File: config.mk
export PLATFORM = sky130hd
export DESIGN_NAME = hzd_ctrl
export DESIGN_NICKNAME = d
export VERILOG_FILES = /design/src/rtl/hzd_pkg.sv /design/src/rtl/hzd_fwd_sel.sv /design/src/rtl/hzd_load_use.sv /design/src/rtl/hzd_flow_ctl.sv /design/src/rtl/hzd_ctrl.sv
export SDC_FILE = /design/constraint.sdc
export NUM_CORES = 1
export LEC_CHECK = 0
export ABC_AREA = 1
export BUFFER_PORTS_ARGS = -buffer_cell sky130_fd_sc_hd__buf_2
export CORE_MARGIN = 3
export CORE_UTILIZATION = 40
export DETAILED_ROUTE_END_ITERATION = 7
export PLACE_DENSITY = 0.94
export SLEW_MARGIN = 5
export SYNTH_ARGS = -nofsm -noshare
export SYNTH_HDL_FRONTEND = slang
export SYNTH_SLANG_ARGS = --single-unit
File: constraint.sdc
create_clock -name vclk -period 1.2
set_input_delay 0.3 -clock vclk [all_inputs]
set_output_delay 0.3 -clock vclk [all_outputs]
set_load 0.1 [all_outputs]
File: src/rtl/hzd_pkg.sv
package hzd_pkg;
  localparam int FWD_SEL_W = 2;
  localparam int NUM_SRC   = 2;

  typedef enum logic [FWD_SEL_W-1:0] {
    FWD_RF  = 2'd0,
    FWD_MEM = 2'd1,
    FWD_WB  = 2'd2
  } fwd_sel_e;
endpackage

File: src/rtl/hzd_fwd_sel.sv
module hzd_fwd_sel #(
  parameter int REG_ADDR_W = 5
) (
  input  logic [REG_ADDR_W-1:0] src_i,
  input  logic [REG_ADDR_W-1:0] mem_rd_i,
  input  logic                  mem_wr_i,
  input  logic [REG_ADDR_W-1:0] wb_rd_i,
  input  logic                  wb_wr_i,
  output hzd_pkg::fwd_sel_e     sel_o
);
  logic mem_hit, wb_hit;

  assign mem_hit = mem_wr_i && (mem_rd_i != '0) && (mem_rd_i == src_i);
  assign wb_hit  = wb_wr_i  && (wb_rd_i  != '0) && (wb_rd_i  == src_i);

  // the younger result (memory stage) takes precedence
  always_comb begin
    sel_o = hzd_pkg::FWD_RF;
    if (wb_hit)  sel_o = hzd_pkg::FWD_WB;
    if (mem_hit) sel_o = hzd_pkg::FWD_MEM;
  end
endmodule

File: src/rtl/hzd_load_use.sv
module hzd_load_use #(
  parameter int REG_ADDR_W = 5,
  parameter int NSRC       = 2
) (
  input  logic [REG_ADDR_W-1:0] src_i  [NSRC],
  input  logic [NSRC-1:0]       used_i,
  input  logic [REG_ADDR_W-1:0] ex_rd_i,
  input  logic                  ex_load_i,
  output logic                  stall_o
);
  logic [NSRC-1:0] hit;

  for (genvar s = 0; s < NSRC; s++) begin : g_src
    assign hit[s] = used_i[s] && (src_i[s] == ex_rd_i);
  end

  assign stall_o = ex_load_i && (ex_rd_i != '0) && (|hit);
endmodule

File: src/rtl/hzd_flow_ctl.sv
module hzd_flow_ctl (
  input  logic load_use_i,
  input  logic data_access_i,
  input  logic branch_taken_i,
  output logic pc_en_o,
  output logic pc_redirect_o,
  output logic ifid_en_o,
  output logic ifid_flush_o,
  output logic idex_bubble_o,
  output logic fetch_en_o
);
  logic redirect;

  // a branch is only acted on once its decode slot is not interlocked
  assign redirect      = branch_taken_i & ~load_use_i;
  assign pc_redirect_o = redirect;
  // PC holds on any stall, but a redirect still loads the target
  assign pc_en_o       = ~load_use_i & (~data_access_i | redirect);
  // interlock holds decode; otherwise a missed fetch or wrong path clears it
  assign ifid_en_o     = ~load_use_i;
  assign ifid_flush_o  = ~load_use_i & (data_access_i | branch_taken_i);
  assign idex_bubble_o = load_use_i;
  assign fetch_en_o    = ~data_access_i;
endmodule

File: src/rtl/hzd_ctrl.sv
module hzd_ctrl #(
  parameter int REG_ADDR_W = 5
) (
  input  logic [REG_ADDR_W-1:0] id_rs1_i,
  input  logic [REG_ADDR_W-1:0] id_rs2_i,
  input  logic                  id_rs1_used_i,
  input  logic                  id_rs2_used_i,
  input  logic                  id_branch_taken_i,
  input  logic [REG_ADDR_W-1:0] ex_rd_i,
  input  logic                  ex_is_load_i,
  input  logic [REG_ADDR_W-1:0] ex_rs1_i,
  input  logic [REG_ADDR_W-1:0] ex_rs2_i,
  input  logic [REG_ADDR_W-1:0] mem_rd_i,
  input  logic                  mem_reg_wr_i,
  input  logic                  mem_data_access_i,
  input  logic [REG_ADDR_W-1:0] wb_rd_i,
  input  logic                  wb_reg_wr_i,
  output logic [1:0]            fwd_a_sel_o,
  output logic [1:0]            fwd_b_sel_o,
  output logic                  pc_en_o,
  output logic                  pc_redirect_o,
  output logic                  ifid_en_o,
  output logic                  ifid_flush_o,
  output logic                  idex_bubble_o,
  output logic                  fetch_en_o
);
  localparam int NSRC = hzd_pkg::NUM_SRC;

  logic [REG_ADDR_W-1:0] ex_src [NSRC];
  logic [REG_ADDR_W-1:0] id_src [NSRC];
  logic [NSRC-1:0]       id_used;
  hzd_pkg::fwd_sel_e     fwd_sel [NSRC];
  logic                  load_use;

  assign ex_src[0] = ex_rs1_i;
  assign ex_src[1] = ex_rs2_i;
  assign id_src[0] = id_rs1_i;
  assign id_src[1] = id_rs2_i;
  assign id_used   = {id_rs2_used_i, id_rs1_used_i};

  for (genvar k = 0; k < NSRC; k++) begin : g_fwd
    hzd_fwd_sel #(.REG_ADDR_W(REG_ADDR_W)) u_sel (
      .src_i    (ex_src[k]),
      .mem_rd_i (mem_rd_i),
      .mem_wr_i (mem_reg_wr_i),
      .wb_rd_i  (wb_rd_i),
      .wb_wr_i  (wb_reg_wr_i),
      .sel_o    (fwd_sel[k])
    );
  end

  assign fwd_a_sel_o = fwd_sel[0];
  assign fwd_b_sel_o = fwd_sel[1];

  hzd_load_use #(.REG_ADDR_W(REG_ADDR_W), .NSRC(NSRC)) u_lu (
    .src_i     (id_src),
    .used_i    (id_used),
    .ex_rd_i   (ex_rd_i),
    .ex_load_i (ex_is_load_i),
    .stall_o   (load_use)
  );

  hzd_flow_ctl u_flow (
    .load_use_i     (load_use),
    .data_access_i  (mem_data_access_i),
    .branch_taken_i (id_branch_taken_i),
    .pc_en_o        (pc_en_o),
    .pc_redirect_o  (pc_redirect_o),
    .ifid_en_o      (ifid_en_o),
    .ifid_flush_o   (ifid_flush_o),
    .idex_bubble_o  (idex_bubble_o),
    .fetch_en_o     (fetch_en_o)
  );
endmodule

==> results of run 1 <==
[cell families after synthesis]
kind of cell | Yosys count | synth area share [%]
buffers and inverters | 21 | 15.2
AO/OA/AOI/OAI | 4 | 4.18
AND/OR/NAND/NOR | 67 | 49.9
XOR/XNOR | 20 | 30.8
[stage by stage]
| stage | instance area (sq um) | setup TNS (ns) | setup WS [ns] | utilization (%) | std cells |
|---|---|---|---|---|---|
| after global placement | 1130 | -2.99 | -0.346 | 92.9 | 182 |
| after detailed placement | 1130 | -3.78 | -0.441 | 92.9 | 182 |
| after floorplan | 697 | -2.43 | -0.363 | - | 112 |
==> metrics list, run 1 <==
- In this run the core area contains 12 standard-cell rows.
- Die Y: 43.7 um
- Largest cells by area after synthesis: sky130_fd_sc_hd__nand2_1 24%, sky130_fd_sc_hd__xnor2_1 20%, sky130_fd_sc_hd__nor2_1 11%, sky130_fd_sc_hd__xor2_1 11%, sky130_fd_sc_hd__inv_1 9.9%
- 52 I/O pins were placed.
* Step where the flow halted: clock tree synthesis (4_1_cts)
- Mapped cell area: 569 sq um
* DP Wirelength: 2.47 mm
- Status: did not finish
- Routability congestion estimate from global placement: 0.811
- Log Error: [ERROR DPL-0038] Utilization greater than 100%, impossible to legalize
* Initial Util: 46.8%
* Count of buffers from port buffering: 52
- In this run the horizontal extent of the chip is 43.7 um.
- Number of hold buffers added after CTS: 0
* Post-Synthesis Net Count: 154
- Share of the synthesized area in the top cell type: 23.7%
- Sequential cells were found to cover 0% of the synthesized design area.
- Number of buffers inserted to repair setup after CTS: 0
* Syn Area/Cell: 5.08 sq um
- Number of resized instances in the post-cts repair step: 65
- The synthesized design spends more area on one cell type than any other, namely sky130_fd_sc_hd__nand2_1.
- Library cells used by synthesis: 15
- During synthesis, Yosys emitted a total of 0 warnings.
- sky130_fd_sc_hd__nand2_1 is the most common cell in the netlist.
- Syn Inst Count: 112
- Top post-synthesis cells by count: 36 x sky130_fd_sc_hd__nand2_1, 17 x sky130_fd_sc_hd__nor2_1, 15 x sky130_fd_sc_hd__inv_1
==> inputs of run 2 (changes only) <==
- CORE_AREA: default -> 3 3 64 66
- CORE_MARGIN: 3 -> default
- CORE_UTILIZATION: 40 -> default
- DIE_AREA: default -> 0 0 67 69
- PLACE_DENSITY: 0.94 -> default
- PLACE_DENSITY_LB_ADDON: default -> 0.15
==> run 2 against run 1 <==
Net effect:
- synthesized cell count unchanged
- synthesized area stayed put
- the flow now finishes, with violations (setup timing)
==> metrics list, run 2 <==
- The netlist area before placement came to 569 sq um (unchanged).
- Largest cells by area after synthesis: sky130_fd_sc_hd__nand2_1 24%, sky130_fd_sc_hd__xnor2_1 20%, sky130_fd_sc_hd__nor2_1 11%, sky130_fd_sc_hd__xor2_1 11%, sky130_fd_sc_hd__inv_1 9.9%
* Final setup vio count: 9
- Counting both buffers and inverters, the worst setup path holds a total of 2.
* Post-route setup slack: -0.328 ns
* Via count of the first global-routing pass: 877
- Routability congestion estimate from global placement: 0.774 (-4.5%)
- Number of diodes added for antenna fixing: 0
* Global router's overall resource usage: 9.30%
- Once layout is complete, the utilization of the core stands at 44.1%.
- Worst stage delay on the critical path: 0.22 ns
- Power density over the cells: 389 nW/um^2
* Placeable core region: 3630 sq um
- Slew Limit Headroom: 84.4%
- The count of buffers from port buffering came to 52 (unchanged).
- Maximum operating frequency: 0.654 GHz
- Traced cell by cell, the critical path runs through buf_6 -> xor2_1 -> nor3_1 -> nand2_1 -> nor2_4 -> buf_12.
* Cell Count Post-Placement: 217 (+19%)
- Crit path required time: 0.90 ns
- The cell count after synthesis came to 112 (unchanged).
- Worst vdd ir: 0.134 mV
- Data on the critical path arrives at its endpoint at 1.23 ns.
- Fill cells in the final layout number 372.
- For this block, the via count after detailed routing is 869.
* Layout area overhead: 182%
- Max-cap violations in this run came to 0.
- The worst hold path belongs to the class input pin to output pin.
- After detailed routing, the average wire length per cell comes to 11.4 um.
* Status: finished with violations
* Slew Viols, Final: 0
- Global routing finished with a remaining overflow of 0.
- Hold path depth: 4
- After layout, the minimum clock period comes to 1.53 ns.
* Total number of nets in the final design: 213
- Of the cells placed in the final design, the portion with a size suffix greater than 1 is 69.8%.
* Total count of hold-check failures in the final report: 0
* Post-route total power: 624 uW
* Leakage Power: 0.766 nW
- Summed over all failing endpoints, the final setup total negative slack is -2.71 ns.
* Worst Tran Pin Value: 0.233 ns
- The slowest stage of the critical path belongs to the cell sky130_fd_sc_hd__nor3_1.
* Final wirelength: 2.47 mm
* Logic depth of the worst setup path including buffers: 6
- By count the netlist is led by 36 x sky130_fd_sc_hd__nand2_1, 17 x sky130_fd_sc_hd__nor2_1, 15 x sky130_fd_sc_hd__inv_1.
- Post-Synthesis Net Count: 154 (unchanged)
- Along the worst path, the maximum fanout reaches 3.
- Clock Buffer Count: 0
- Area enclosed by the die boundary: 4620 sq um
- Initial Util: 15.7% (-31 points)
- Gate family responsible for the most delay along the worst path: simple AND/OR/NAND/NOR gates
- After detailed routing, the number of vias per cell comes to 4.00.
- The pre-antenna-repair detailed-routing pass consisted of 4 iterations.
- The count of nets left with antenna violations once routing finished came out at 0.
- Final period utilization: 127%
- Unrepaired setup endpoints after global routing: true
* Area of all sequential standard cells: 0 sq um
- The width of the chip is 67 um (+53%).
- Non-filler cells, final: 217
- For this run, design rule violations remaining after detail routing come to 0.
- Die Y: 69 um (+58%)
- Initial antenna violation count: 0
* Most repeated cell in the gate-level netlist after synthesis: sky130_fd_sc_hd__nand2_1
* Startpoint Class: input pin
* Number of buffers inserted to repair setup after CTS: 0 (unchanged)
- The setup path with the least slack is of type input pin to output pin.
- Yosys Warn Count: 0 (unchanged)
- Global-route wire length before repair: 3.57 mm
- Entering global routing, the biggest net connects 5 pins.
- The checks that failed: setup timing.
- The share of the yosys chip area belonging to registers is 0% (unchanged).
- First DRT Iteration DRCs: 24
* Cell taking the most area after synthesis: sky130_fd_sc_hd__nand2_1
- Ports placed on the boundary: 52 (unchanged)
- The total number of placement rows came to 22 (+10).
* Commonest cells after routing, fill and taps aside: 25 x sky130_fd_sc_hd__nand2_1, 16 x sky130_fd_sc_hd__buf_2, 16 x sky130_fd_sc_hd__buf_6
- The fraction of post-synthesis cell area in the top cell type by area came to 23.7% (unchanged).
* Syn Area/Cell: 5.08 sq um (unchanged)
* DP Wirelength: 1.90 mm (-23%)
* Most common cell after layout, fill and taps aside: sky130_fd_sc_hd__nand2_1
- Nature of the critical path endpoint: output pin
* Post-placement setup slack: -0.386 ns (+0.0551 ns)
- Sequential cells: 0
- Library cells used by synthesis: 15 (unchanged)
run 2: cell type report:
| cell class | instances | area [sq um] | area share [%] |
|---|---|---|---|
| Multi-Input combinational cell | 91 | 771 | 48.0 |
| Tap cell | 48 | 60.1 | 3.74 |
| Inverter | 19 | 97.6 | 6.08 |
| Timing Repair Buffer | 59 | 676 | 42.1 |
run 2: metrics by stage:
stage / hold WS [ns] / instance area, sq um
finish: 1.00 / 1600
global route: 1.02 / 1600
floorplan: 0.792 / 697
CTS: 1.00 / 1390
detailed placement: 1.00 / 1180
global placement: 1.01 / 1180
run 2: timing repair:
item	CTS	global route
setup endpoints to repair	9	9
hold buffers	0	0
pin swaps	30	39
resized for setup	50	55
run 2: kinds of logic (layout without fill, tap and decap cells):
| group | count (synthesis) | after routing | share of synthesized area (%) |
|---|---|---|---|
| and+or+nand+nor | 67 | 67 | 49.9 |
| buffers and inverters | 21 | 78 | 15.2 |
| xor gates and xnor gates | 20 | 20 | 30.8 |
| AOI/OAI and AO/OA | 4 | 4 | 4.18 |
run 2: final timing paths:
path	endpoint	from	slack (ns)
setup / recovery	fwd_a_sel_o[1]	wb_rd_i[2]	-0.33
hold / removal	pc_redirect_o	id_branch_taken_i	1.00
run 2: power breakdown:
part / internal (mW) / switching, mW / total, mW / leakage [nW]
registers: 0 / 0 / 0 / 0
clock network: 0 / 0 / 0 / 0
logic: 0.304 / 0.320 / 0.624 / 0.766
total: 0.304 / 0.320 / 0.624 / 0.766
run 2: metal layers:
metal | GRT usage (%) | up-vias | part of all wire (%)
li1 | - | 453 | -
met1 | 10.3 | 386 | 36
met2 | 19.3 | 26 | 57
met3 | 0.651 | 4 | 4.6
met4 | 0 | 0 | 1.8
met5 | 0 | - | 0
run 2: worst min-delay path, delay by kind of cell:
kind,cells,cell delay (ns)
buffers and inverters,3,0.36
AO/OA/AOI/OAI,1,0.04
(Power assumes the default switching activity.)
==> inputs of run 3 (changes only) <==
- SETUP_SLACK_MARGIN: default -> 0.2
==> run 3 against run 2 <==
Net effect:
- the run still ends with setup timing left
- worst setup slack unchanged
- fmax unchanged
- non-clock buffer count unchanged
- global-route usage up 0.098 points
- sequential share of layout area unchanged
- via count up 0.23%
- largest cell class unchanged
- largest power group unchanged
==> metrics list, run 3 (synthesis results as in run 2) <==
- The flow ran to the end, but the final reports show violations.
- Violated checks: setup timing
- The core utilization of the finished layout was 44.5% (+0.38 points).
- The routed wirelength normalized by instance count is 11.5 um (+0.77%).
- Number of buffers inserted to repair setup after CTS: 0 (unchanged)
- The hold-fix buffer count after cts was 0 (unchanged).
- The detailed placement HPWL was 1.90 mm (unchanged).
- The final antenna diode count was 0 (unchanged).
- The worst slew slack as a fraction of its limit is 84.4% (unchanged).
- The floorplan die area is 4620 sq um (unchanged).
- Number of inserted filler cells in the final layout: 372 (unchanged)
- Post-placement setup slack: -0.386 ns (unchanged)
- Crit path required time: 0.90 ns (about the same)
- The clock buffer count in the final layout is 0 (unchanged).
- Layout area overhead: 184%
- The detailed-route DRC error count is 0 (unchanged).
- The count of buffers from port buffering is 52 (unchanged).
- The final net count came to 213 (unchanged).
- The period utilization was 127% (unchanged).
- Most common cell after layout, fill and taps aside: sky130_fd_sc_hd__nand2_1
- The total negative slack is -2.70 ns (+0.00290 ns).
- The final worst setup slack came to -0.328 ns (unchanged).
- The register cell area after layout is 0 sq um (unchanged).
- Total count of hold-check failures in the final report: 0 (unchanged)
- The number of vias per cell after detailed routing came to 4.01 (+0.23%).
- STA classifies the critical path endpoint as an output pin.
* Max Cap Violations: 0 (unchanged)
- The total number of placement rows was 22 (unchanged).
- The initial antenna violation count was 0 (unchanged).
- The post-route antenna net violation count was 0 (unchanged).
- The min-delay analysis places its worst path in the category input pin to output pin.
- Ports placed on the boundary: 52 (unchanged)
* Fraction of final layout cells sized beyond drive strength 1: 69.8% (unchanged)
- Crit path kind: input pin to output pin
- Largest fanout on the critical path: 3 (unchanged)
* Die Span X: 67 um (unchanged)
- Post-route total power: 628 uW (+0.76%)
- The max-slew violation count was 0 (unchanged).
- Worst vdd ir: 0.134 mV (about the same)
- The via count came to 871 (+0.23%).
- Via count of the first global-routing pass: 878 (+0.11%)
- Placeable core region: 3630 sq um (unchanged)
* Die Y: 69 um (unchanged)
- Final setup vio count: 9 (unchanged)
- First DRT Iteration DRCs: 24 (unchanged)
- Leakage Power: 0.771 nW (+0.62%)
* Final wirelength: 2.49 mm (+0.77%)
- Worst Tran Pin Value: 0.233 ns (unchanged)
- Global router's overall resource usage: 9.40% (+0.098 points)
* Initial Util: 15.7% (unchanged)
* Fin area: 1620 sq um (+0.86%)
- The endpoint arrival time on the critical path was 1.23 ns (about the same).
- DP Area: 1180 sq um (unchanged)
- Overflow left after global routing: 0 (unchanged)
* Global-route wire length before repair: 3.60 mm (+0.76%)
- Routability congestion estimate from global placement: 0.774 (unchanged)
- Sequential cells: 0 (unchanged)
- The maximum frequency from static timing analysis came to 0.654 GHz (unchanged).
- The shortest clock period the worst path allows after layout is 1.53 ns (unchanged).
- Setup repair after global routing could not meet its margin everywhere.
- Power density over the cells: 388 nW/um^2 (about the same)
- Number of detailed-routing iterations run before antenna repair: 4 (unchanged)
* Largest net degree at the start of global routing: 5 (unchanged)
- Commonest cells after routing, fill and taps aside: 25 x sky130_fd_sc_hd__nand2_1, 17 x sky130_fd_sc_hd__buf_6, 15 x sky130_fd_sc_hd__buf_2
- The worst setup path is launched from an input pin.
==> run 3: cell counts in the layout (fill, tap and decap cells not counted) <==
Identical to the previous run, type by type.
==> run 3: area by class of cell <==
cell class | instances | area, sq um | share of cell area [%]
inverters | 19 | 97.6 | 6.03
repair buffers | 59 | 689 | 42.6
well taps | 48 | 60.1 | 3.71
multi-input cells | 91 | 771 | 47.6
==> run 3: path summary, 6_finish.rpt <==
check,endpoint,startpoint,depth (start not counted)
worst max-delay path,fwd_a_sel_o[1],wb_rd_i[2],6
worst min-delay path,pc_redirect_o,id_branch_taken_i,4
==> run 3: critical path, cell delays in order <==
cell and delay (ns):
sky130_fd_sc_hd__buf_6 0.11, sky130_fd_sc_hd__xor2_1 0.16, sky130_fd_sc_hd__nor3_1 0.22, sky130_fd_sc_hd__nand2_1 0.13, sky130_fd_sc_hd__nor2_4 0.12, sky130_fd_sc_hd__buf_12 0.18
==> run 3: timing repair <==
| item | CTS | global route |
|---|---|---|
| gates resized for setup | 54 | 55 |
| endpoints found under the hold margin | 0 | 0 |
| pin swaps | 30 | 39 |
| setup endpoints to repair | 10 | 10 |
==> run 3: power breakdown <==
group,switching (mW),total [mW],internal (mW)
clock network,0,0,0
registers,0,0,0
logic,0.320,0.628,0.309
total,0.320,0.628,0.309
==> run 3: metrics by stage <==
stage / hold WS (ns) / instances
global route: 1.02 / 217
detailed placement: 1.00 / 217
global placement: 1.01 / 217
finish: 1.00 / 217
CTS: 1.00 / 217
floorplan: 0.792 / 112
==> run 3: metal layers <==
metal  global-route usage, %  vias up  wire, um
li1                        -      452         -
met1                    10.3      389       898
met2                    19.7       26      1430
met3                   0.651        4       114
met4                       0        0        44
met5                       0        -         0
==> inputs of run 4 (changes only) <==
- ABC_AREA: 1 -> 0
==> run 4 against run 3 <==
Net effect:
- the run still ends with setup timing left
- total power fell by 9.8%
- clock-buffer cell count is the same
- synthesized area shrank 21%
- fmax fell by 23%
- sequential share of layout area is the same
- hold slack better by 0.034 ns
- global-route usage fell by 0.13 points
- first-iteration DRC count is 38% lower
- largest cell class is now non-clock buffers
- highest routed layer is now met3
- via count down 17%
- critical endpoint is now fwd_b_sel_o[1]
==> metrics list, run 4 <==
- The flow ran to the end, but the final reports show violations.
- Violated checks: setup timing
* Final TNS setup: -5.93 ns (-3.23 ns)
- The max-cap check violation count is 0 (unchanged).
- Most repeated cell in the gate-level netlist after synthesis: sky130_fd_sc_hd__xnor2_1
- The final worst setup slack came to -0.779 ns (-0.450 ns).
- The first-pass iteration count of the detailed router is 2 (-2).
* Startpoint Class: input pin
- Top post-synthesis cells by count: 16 x sky130_fd_sc_hd__xnor2_1, 14 x sky130_fd_sc_hd__xor2_1, 5 x sky130_fd_sc_hd__or4_1
* Clock Buffer Count: 0 (unchanged)
- Nature of the critical path endpoint: output pin
- The largest fanout of any net on the critical path is 3 (unchanged).
* Non-filler cells, final: 180 (-17%)
* Global-route wire length before repair: 3.58 mm (-0.56%)
- Worst Tran Pin Value: 0.322 ns (+0.0887 ns)
- Sequential cells: 0 (unchanged)
- Routed via count: 724 (-17%)
* Crit path required time: 0.90 ns (about the same)
* Syn Area/Cell: 7.74 sq um (+52%)
- The register cell area after layout came to 0 sq um (unchanged).
- Number of buffers inserted to repair setup after CTS: 0 (unchanged)
- Final routed wire length divided by cell count: 11.7 um (+2.0%)
- The number of top-level pins is 52 (unchanged).
- Worst Hold End: pc_redirect_o
* Type of the most critical hold path: input pin to output pin
* Final-layout worst hold slack: 1.04 ns (+0.0345 ns)
- The number of placed instances, taps included was 180 (-17%).
- Worst-path cell chain: buf_2 -> xor2_1 -> or4_4 -> nor4_4 -> buf_12
- The count of buffers from port buffering came to 52 (unchanged).
- The shortest clock period the worst path allows after layout came to 1.98 ns (+0.450 ns).
- Total number of nets in the final design: 176 (-17%)
* DP Wirelength: 1.91 mm (+0.73%)
- The vertical extent of the die is 69 um (unchanged).
- The initial antenna violation count was 0 (unchanged).
- In the layout the commonest cells are 34 x sky130_fd_sc_hd__buf_2, 17 x sky130_fd_sc_hd__buf_6, 14 x sky130_fd_sc_hd__xor2_1.
- Placeable core region: 3630 sq um (unchanged)
- Drt via density: 4.02 (+0.21%)
- Largest cells by area after synthesis: sky130_fd_sc_hd__xnor2_1 31%, sky130_fd_sc_hd__xor2_1 27%, sky130_fd_sc_hd__or4_1 8.4%, sky130_fd_sc_hd__nor4_2 5.6%, sky130_fd_sc_hd__buf_4 3.3%
- Unrepaired setup endpoints after global routing: true
- Worst Path Arrival: 1.68 ns (+0.45 ns)
- Via count of the first global-routing pass: 800 (-8.9%)
* Number of inserted filler cells in the final layout: 382 (+2.7%)
* Library cells used by synthesis: 19 (+4)
- The overall routed net length is 2.10 mm (-15%).
- Leakage Power: 0.619 nW (-20%)
* Mapped cell area: 449 sq um (-21%)
- The global placement routability congestion was 0.713 (-7.9%).
- Of all cell types, the one taking the most synthesized area is sky130_fd_sc_hd__xnor2_1.
- Leaving out fill and tap cells, the most frequent cell in the layout is sky130_fd_sc_hd__buf_2.
- The pin count of the biggest net entering global routing is 6 (+1).
- Among all stages on the critical path, the largest delay is contributed by sky130_fd_sc_hd__or4_4.
* Post-Synthesis Net Count: 100 (-35%)
- Final antenna-violating net count: 0 (unchanged)
- The max-slew violation count was 0 (unchanged).
* Final setup vio count: 9 (unchanged)
- Area of the multi-input gates: 669 sq um (-13%)
- The remaining global-route overflow is 0 (unchanged).
- The total power per unit cell area was 396 nW/um^2 (+2.0%).
- Die Span X: 67 um (unchanged)
- The startpoint identified for the worst hold timing path is id_branch_taken_i.
* Syn Inst Count: 58 (-48%)
- The largest incremental delay on the critical path came to 0.54 ns (+0.32 ns).
- Fraction of the yosys area taken by sequential cells: 0% (unchanged)
- Detailed-route DRC error count: 0 (unchanged)
- The global-route usage over all layers was 9.27% (-0.13 points).
- Final period utilization: 165% (+38 points)
- Slew Limit Headroom: 78.4% (-6.0 points)
* Yosys Warn Count: 0 (unchanged)
* Number of diodes added for antenna fixing: 0 (unchanged)
- The total number of placement rows came to 22 (unchanged).
* Hold path depth: 3 (-1)
- The maximum frequency from static timing analysis came to 0.505 GHz (-23%).
- Total count of hold-check failures in the final report: 0 (unchanged)
- Fraction of final layout cells sized beyond drive strength 1: 78.8% (+9.0 points)
- The starting DRC count in detailed routing came to 15 (-38%).
- Initial Util: 12.4% (-3.3 points)
- The floorplan die area came to 4620 sq um (unchanged).
- Post-route total power: 567 uW (-9.8%)
- Layout area overhead: 219%
* Share of the synthesized area in the top cell type: 31.2% (+7.5 points)
- Worst vdd ir: 0.217 mV (+62%)
* Crit path kind: input pin to output pin
run 4: layout make-up:
| cell class | count | share of cell area, % |
|---|---|---|
| multi-input cells | 55 | 46.8 |
| well taps | 48 | 4.20 |
| inverters | 1 | 0.524 |
| repair buffers | 76 | 48.5 |
run 4: metrics by stage:
stage                     setup WS [ns]  cell area, sq um  util (%)
after floorplan                   -1.20               594         -
after CTS                        -0.782              1330      36.5
final                            -0.779              1430      39.4
after detailed placement         -0.779              1230      34.0
after global routing             -0.823              1430      39.4
after global placement           -0.757              1230      34.0
run 4: cells by family (layout without fill, tap and decap cells):
group           count (synthesis)  after routing  synth area share (%)
simple gates                   18             18                  26.5
compound gates                  7              7                  10.9
buf+inv                         3             77                  4.18
xor+xnor                       30             30                  58.5
run 4: metal layers:
| layer | up-vias | share of wire (%) | track usage (%) |
|---|---|---|---|
| met5 | - | 0 | 0 |
| met4 | 0 | 0 | 0 |
| met3 | 0 | 13 | 1.79 |
| met2 | 44 | 53 | 17.8 |
| met1 | 325 | 34 | 10.9 |
| li1 | 355 | - | - |
run 4: where the power goes:
| group | switching, mW | total (mW) | internal (mW) |
|---|---|---|---|
| Combinational | 0.278 | 0.567 | 0.289 |
| Clock | 0 | 0 | 0 |
| Sequential | 0 | 0 | 0 |
run 4: worst max path at each step:
stage                            from             end  cells after the start
after global placement     wb_rd_i[2]  fwd_b_sel_o[1]                      5
final                      wb_rd_i[2]  fwd_b_sel_o[1]                      5
after floorplan           ex_rs1_i[3]  fwd_a_sel_o[1]                      3
after detailed placement   wb_rd_i[2]  fwd_b_sel_o[1]                      5
after CTS                  wb_rd_i[2]  fwd_b_sel_o[1]                      5
after global routing       wb_rd_i[2]  fwd_b_sel_o[1]                      5
run 4: critical path, delay by kind of cell:
family | cells | cell delay (ns)
XOR/XNOR | 1 | 0.15
AND/OR/NAND/NOR | 2 | 0.89
buffers and inverters | 2 | 0.33
run 4: what timing repair did:
| action | 4_1_cts | 5_1_grt |
|---|---|---|
| cloned | 0 | 0 |
| setup endpoints to repair | 10 | 10 |
| pin swaps | 4 | 12 |
| hold buffers | 0 | 0 |
| gates resized for setup | 16 | 20 |
